`config.mk`:
```
export PLATFORM = sky130hd
export DESIGN_NAME = mrst_ctrl
export DESIGN_NICKNAME = d
export VERILOG_FILES = /design/src/rtl/mrst_pkg.sv /design/src/rtl/mrst_sync.sv /design/src/rtl/mrst_stretch.sv /design/src/rtl/mrst_inject.sv /design/src/rtl/mrst_ctrl.sv
export SDC_FILE = /design/constraint.sdc
export NUM_CORES = 1
export LEC_CHECK = 0
export ABC_AREA = 1
export CAP_MARGIN = 25
export CORE_UTILIZATION = 25
export DETAILED_ROUTE_END_ITERATION = 6
export DONT_BUFFER_PORTS = 1
export RECOVER_POWER = 50
export SLEW_MARGIN = 20
export SYNTH_ARGS = -nofsm -noshare
export SYNTH_HDL_FRONTEND = slang
export SYNTH_HIERARCHICAL = 1
export SYNTH_SLANG_ARGS = --single-unit
```
`constraint.sdc`:
```
create_clock -name clk -period 3.1 [get_ports clk]
set_input_delay 0.155 -clock clk [delete_from_list [all_inputs] [get_ports clk]]
set_output_delay 0.155 -clock clk [all_outputs]
set_load 0.01 [all_outputs]
```
`src/rtl/mrst_pkg.sv`:
```
package mrst_pkg;
  localparam int NSRC    = 4;
  localparam int SRC_BOD = 0;
  localparam int SRC_WDT = 1;
  localparam int SRC_EXT = 2;
  localparam int SRC_CLK = 3;
  localparam int CAUSE_W = NSRC + 1;
  localparam logic [7:0]  CALL_OPCODE  = 8'hC1;
  localparam logic [11:0] RESET_VECTOR = 12'h008;

  // Fold newly seen requests into the sticky cause; bit 0 belongs to power-on.
  function automatic logic [CAUSE_W-1:0] cause_merge(input logic [CAUSE_W-1:0] cur,
                                                     input logic [NSRC-1:0] hit);
    return cur | {hit, 1'b0};
  endfunction
endpackage

```
`src/rtl/mrst_sync.sv`:
```
module mrst_sync #(
  parameter int W = 4
) (
  input  logic         clk,
  input  logic         rst_n,
  input  logic [W-1:0] d,
  output logic [W-1:0] q
);
  for (genvar i = 0; i < W; i++) begin : g_bit
    logic s1, s2;
    always_ff @(posedge clk or negedge rst_n) begin
      if (!rst_n) begin
        s1 <= 1'b0;
        s2 <= 1'b0;
      end else begin
        s1 <= d[i];
        s2 <= s1;
      end
    end
    assign q[i] = s2;
  end
endmodule

```
`src/rtl/mrst_stretch.sv`:
```
module mrst_stretch #(
  parameter int STRETCH = 8,
  parameter int DIV     = 4
) (
  input  logic clk,
  input  logic rst_n,
  input  logic req,
  output logic active,
  output logic release_now
);
  localparam int CW = $clog2(STRETCH + 1);
  localparam int DW = $clog2(DIV);
  localparam logic [CW-1:0] LOAD = CW'(STRETCH);

  logic [CW-1:0] cnt;
  logic [DW-1:0] div;
  logic          tick;

  function automatic logic [CW-1:0] next_cnt(input logic r, input logic t,
                                             input logic [CW-1:0] c);
    if (r) return LOAD;
    if (t && c != '0) return c - 1'b1;
    return c;
  endfunction

  assign tick        = (div == DW'(DIV - 1));
  assign active      = (cnt != '0);
  assign release_now = !req && tick && (cnt == CW'(1));

  always_ff @(posedge clk or negedge rst_n) begin
    if (!rst_n) begin
      cnt <= LOAD;
      div <= '0;
    end else begin
      cnt <= next_cnt(req, tick, cnt);
      div <= req ? '0 : div + 1'b1;
    end
  end

  assert_reload_R4: assert property (@(posedge clk) disable iff (!rst_n)
    req |=> cnt == LOAD);
  assert_hold_between_ticks_R3: assert property (@(posedge clk) disable iff (!rst_n)
    (!req && !tick) |=> cnt == $past(cnt));
  assert_release_ends_R3: assert property (@(posedge clk) disable iff (!rst_n)
    release_now |=> !active);
endmodule

```
`src/rtl/mrst_inject.sv`:
```
module mrst_inject
  import mrst_pkg::*;
(
  input  logic        clk,
  input  logic        rst_n,
  input  logic        in_reset,
  input  logic        req,
  input  logic        release_now,
  input  logic        fetch_ack,
  output logic        valid,
  output logic [7:0]  opcode,
  output logic [11:0] addr
);
  always_ff @(posedge clk or negedge rst_n) begin
    if (!rst_n)                 valid <= 1'b0;
    else if (release_now)       valid <= 1'b1;
    else if (in_reset || req)   valid <= 1'b0;
    else if (fetch_ack)         valid <= 1'b0;
  end

  assign opcode = valid ? CALL_OPCODE  : 8'h00;
  assign addr   = valid ? RESET_VECTOR : 12'h000;

  assert_no_inject_on_req_R8: assert property (@(posedge clk) disable iff (!rst_n)
    req |=> !valid);
  assert_single_fetch_R8: assert property (@(posedge clk) disable iff (!rst_n)
    (valid && fetch_ack && !in_reset && !req) |=> !valid);
endmodule

```
`src/rtl/mrst_ctrl.sv`:
```
module mrst_ctrl
  import mrst_pkg::*;
#(
  parameter int   STRETCH     = 8,
  parameter logic BOT_DEFAULT = 1'b0
) (
  input  logic               clk,
  input  logic               por_n,
  input  logic               bod_trip,
  input  logic               wdt_expire,
  input  logic               ext_rst_n,
  input  logic               clk_fault,
  input  logic               core_sleep,
  input  logic               pclk_stopped,
  input  logic               bot_we,
  input  logic               bot_wdata,
  input  logic               fetch_ack,
  output logic               core_rst,
  output logic               intc_clr,
  output logic               iobus_rst,
  output logic               port_dir_in,
  output logic               bod_thr_sel,
  output logic               inj_valid,
  output logic [7:0]         inj_opcode,
  output logic [11:0]        inj_addr,
  output logic [CAUSE_W-1:0] rst_cause
);
  logic [NSRC-1:0] raw, sync_q, hit;
  logic            bod_mask, req_any, stretch_on, release_now;

  assign raw[SRC_BOD] = bod_trip;
  assign raw[SRC_WDT] = wdt_expire;
  assign raw[SRC_EXT] = ~ext_rst_n;
  assign raw[SRC_CLK] = clk_fault;

  mrst_sync #(.W(NSRC)) u_sync (.clk(clk), .rst_n(por_n), .d(raw), .q(sync_q));

  assign bod_mask = core_sleep & pclk_stopped;
  always_comb begin
    hit          = sync_q;
    hit[SRC_BOD] = sync_q[SRC_BOD] & ~bod_mask;
  end
  assign req_any = |hit;

  mrst_stretch #(.STRETCH(STRETCH), .DIV(4)) u_stretch (
    .clk(clk), .rst_n(por_n), .req(req_any),
    .active(stretch_on), .release_now(release_now));

  assign core_rst    = !por_n || stretch_on;
  assign intc_clr    = core_rst;
  assign iobus_rst   = core_rst;
  assign port_dir_in = core_rst;

  mrst_inject u_inject (
    .clk(clk), .rst_n(por_n), .in_reset(stretch_on), .req(req_any),
    .release_now(release_now), .fetch_ack(fetch_ack),
    .valid(inj_valid), .opcode(inj_opcode), .addr(inj_addr));

  always_ff @(posedge clk or negedge por_n) begin
    if (!por_n)          bod_thr_sel <= BOT_DEFAULT;
    else if (stretch_on) bod_thr_sel <= BOT_DEFAULT;
    else if (bot_we)     bod_thr_sel <= bot_wdata;
  end

  always_ff @(posedge clk or negedge por_n) begin
    if (!por_n) rst_cause <= CAUSE_W'(1);
    else        rst_cause <= cause_merge(rst_cause, hit);
  end

  assert_thr_default_R7: assert property (@(posedge clk) disable iff (!por_n)
    core_rst |=> bod_thr_sel == BOT_DEFAULT);
  assert_bod_masked_R5: assert property (@(posedge clk) disable iff (!por_n)
    (sync_q[SRC_BOD] && bod_mask && sync_q[NSRC-1:1] == '0 && !core_rst) |=> !core_rst);
  assert_cause_sticky_R9: assert property (@(posedge clk) disable iff (!por_n)
    (rst_cause & $past(rst_cause)) == $past(rst_cause));
endmodule

```
==> flow_metrics.env <==
export IMPL_status="finished, final reports clean"
export IMPL_cts_tree="yes"
export IMPL_setup_viol=0
export IMPL_viasPerCell=3.86
export IMPL_wirelength_um=1420
export IMPL_hold_violations=0
export IMPL_io_buffers=0
export IMPL_finClkSkew_ns=0.00332
export IMPL_syn2layout_area_growth_pct=3.04
export IMPL_final_antenna_net_count=0
export IMPL_syn_area_sq_um=1030
export IMPL_synth_top_area_frac=0.462
export IMPL_synth_cells=106
export IMPL_min_period_over_period=0.510
export IMPL_core_area_sq_um=3800
export IMPL_gr_usage_all_layers=0.0786
export IMPL_yosysWarningCount=6
export IMPL_p_int_w=0.000444
export IMPL_grt_setup_unrepaired="no"
export IMPL_rows=22
export IMPL_fp_dieArea_sq_um=4370
export IMPL_pre_cts_slack_ns=1.79
export IMPL_leakage_nw=0.510
export IMPL_htree_levels=1
export IMPL_slew_headroom=0.424
export IMPL_combinationalPowerShare=0.044
export IMPL_highest_layer="met4"
export IMPL_p_sw_w=0.000104
export IMPL_grt_overflow_total=0
export IMPL_gp_congestion=0.740
export IMPL_synth_seq_cells=20
export IMPL_drtPass1Iterations=5
export IMPL_fin_crit_ns=1.58
export IMPL_tns_ns=0
export IMPL_utilization=0.279
export IMPL_ir_drop_v=0.000259
export IMPL_timing_hold_ws_ns=0.0421
export IMPL_final_common_cell="dfrtp_1"
export IMPL_p_per_area_nw_per_um2=517
export IMPL_grt_first_pass_wirelength_um=2540
export IMPL_post_cts_buffers=0
export IMPL_synth_top_area_cell="dfrtp_1"
export IMPL_critical_path_endpoint_type="output pin"
export IMPL_die_h_um=66.1
export IMPL_switching_share=0.190
export IMPL_fin_ws_ns=1.52
export IMPL_drt_iter0_markers=9
export IMPL_pwr_share_seq=0.490
export IMPL_syn_area_per_cell_sq_um=9.70
export IMPL_cts_repair_resized=0
export IMPL_cp_required_ns=2.94
export IMPL_dp_hpwl_um=1080
export IMPL_grt_max_degree=21
export IMPL_mostFrequentLayoutCells="19 x dfrtp_1, 17 x conb_1, 13 x nand2_1"
export IMPL_hold_path_class="in -> reg"
export IMPL_slew_violations=0
export IMPL_met3_wirelength_um=99
export IMPL_wl_per_cell_um=9.42
export IMPL_wl_met2_um=758
export IMPL_ys_seq_area_frac=0.488
export IMPL_met1Wirelength_um=551
export IMPL_clockRootBuffer="clkbuf_8"
export IMPL_finalNonFillerCells=151
export IMPL_cts_buffer_depth=2
export IMPL_ys_top_cells_by_area="dfrtp_1 46%, buf_4 20%, ha_1 4.9%"
export IMPL_clk_pin_slew_ns=0.07
export IMPL_synthDistinctLibCells=18
export IMPL_vias=583
export IMPL_drive_gt1_frac=0.117
export IMPL_crit_fanout=7
export IMPL_max_freq_ghz=0.632
export IMPL_die_w_um=66.1
export IMPL_cts_sinks=20
export IMPL_grt_antenna_before_repair=0
export IMPL_final_nets=119
export IMPL_route_detailed_drc=0
export IMPL_cp_arrival_ns=1.43
export IMPL_power_frac_clock=0.466
export IMPL_start_util=0.271
export IMPL_grt_pass1_vias=608
export IMPL_io_pins=42
export IMPL_dp_cells=141
export IMPL_clock_latency_ns=0.25
export IMPL_maxCapViolCount=0
export IMPL_critPathKind="reg -> out"
export IMPL_worst_pin_slew_ns=0.865
export IMPL_cp_start_kind="register"
export IMPL_numCtsBuffers=3
export IMPL_n_antenna_cell=0
stage by stage:
stage / power, W / instance area, sq um
global route: 0.000575 / 1060
detailed placement: 0.000287 / 935
finish: 0.000548 / 1060
floorplan: 0.000305 / 1080
global placement: 0.000287 / 935
CTS: 0.000558 / 1060
layer usage:
metal	global-route usage	vias to the layer above
met1	0.0748	270
met5	0	-
met3	0.0310	4
li1	-	268
met4	0.0399	0
met2	0.144	41
timing repair:
action,CTS,global route
setup endpoints to repair,0,0
endpoints found under the hold margin,24,0
hold buffers,5,0
logic make-up after synthesis:
kind of cell               synth area share
other                               0.00730
adders and majority gates            0.0487
xor gates and xnor gates            0.00852
DFF                                   0.488
and+or+nand+nor                       0.182
AOI/OAI and AO/OA                    0.0170
buffers and inverters                 0.248
power by group through the flow:
stage          Sequential, W  Clock [W]  Combinational, W
2_1_floorplan       0.000273          0         0.0000326
3_3_place_gp        0.000274          0         0.0000135
3_5_place_dp        0.000274          0         0.0000136
4_1_cts             0.000269   0.000265         0.0000239
5_1_grt             0.000269   0.000277         0.0000286
6_report            0.000269   0.000256         0.0000242
worst max-delay path, stage by stage, from the launching register on:
cell and delay (ns):
dfrtp_1 0.36, inv_1 0.10, ha_1 0.24, nand2_4 0.12, inv_1 0.06, nand2_1 0.30
synthesized netlist by cell type:
| master | number |
|---|---|
| nand3_1 | 6 |
| buf_4 | 28 |
| dfstp_2 | 1 |
| inv_1 | 12 |
| nand2_1 | 13 |
| or2_1 | 3 |
| nand4_1 | 2 |
| dfrtp_1 | 19 |
| xor2_1 | 1 |
| conb_1 | 2 |
| o21ai_2 | 2 |
| nand2_4 | 2 |
| nor3_1 | 1 |
| nor2_4 | 1 |
| nor2_1 | 7 |
| nand2_2 | 1 |
| nor2_2 | 1 |
| ha_1 | 4 |
sequential cells by signal, summed over array words and instances, names as in the netlist:
name             count
u_sync/g_bit.s2      4
u_inject/valid       1
bod_thr_sel          1
u_stretch/div        2
rst_cause            4
u_stretch/cnt        4
u_sync/g_bit.s1      4
cell type report:
cell class                 count  area, sq um
fill                         391         2740
sequential                    20          502
multi-input combinational     61          328
tap                           48         60.1
timing repair buffer           6         53.8
inverter                      12         45.0
clock buffer                   3         41.3
clock inverter                 1         30.0
path summary, 6_finish.rpt:
kind	startpoint	end	slack [ns]	cells after the start
max	u_stretch/cnt[0]$_DFFE_PN0P_	intc_clr	1.52	5
min	bot_we	bod_thr_sel$_DFFE_PN0P_	0.04	3
max reg2reg	u_sync/g_bit[3].s2$_DFF_PN0_	u_inject/valid$_DFFE_PN0P_	1.79	7
min reg2reg	u_sync/g_bit[0].s1$_DFF_PN0_	u_sync/g_bit[0].s2$_DFF_PN0_	0.35	0
max in group asynchronous	por_n	u_stretch/div[0]$_DFF_PN0_	1.86	2
min in group asynchronous	por_n	u_stretch/cnt[0]$_DFFE_PN0P_	0.19	1
Note: power is estimated with default switching activity, not from simulation.
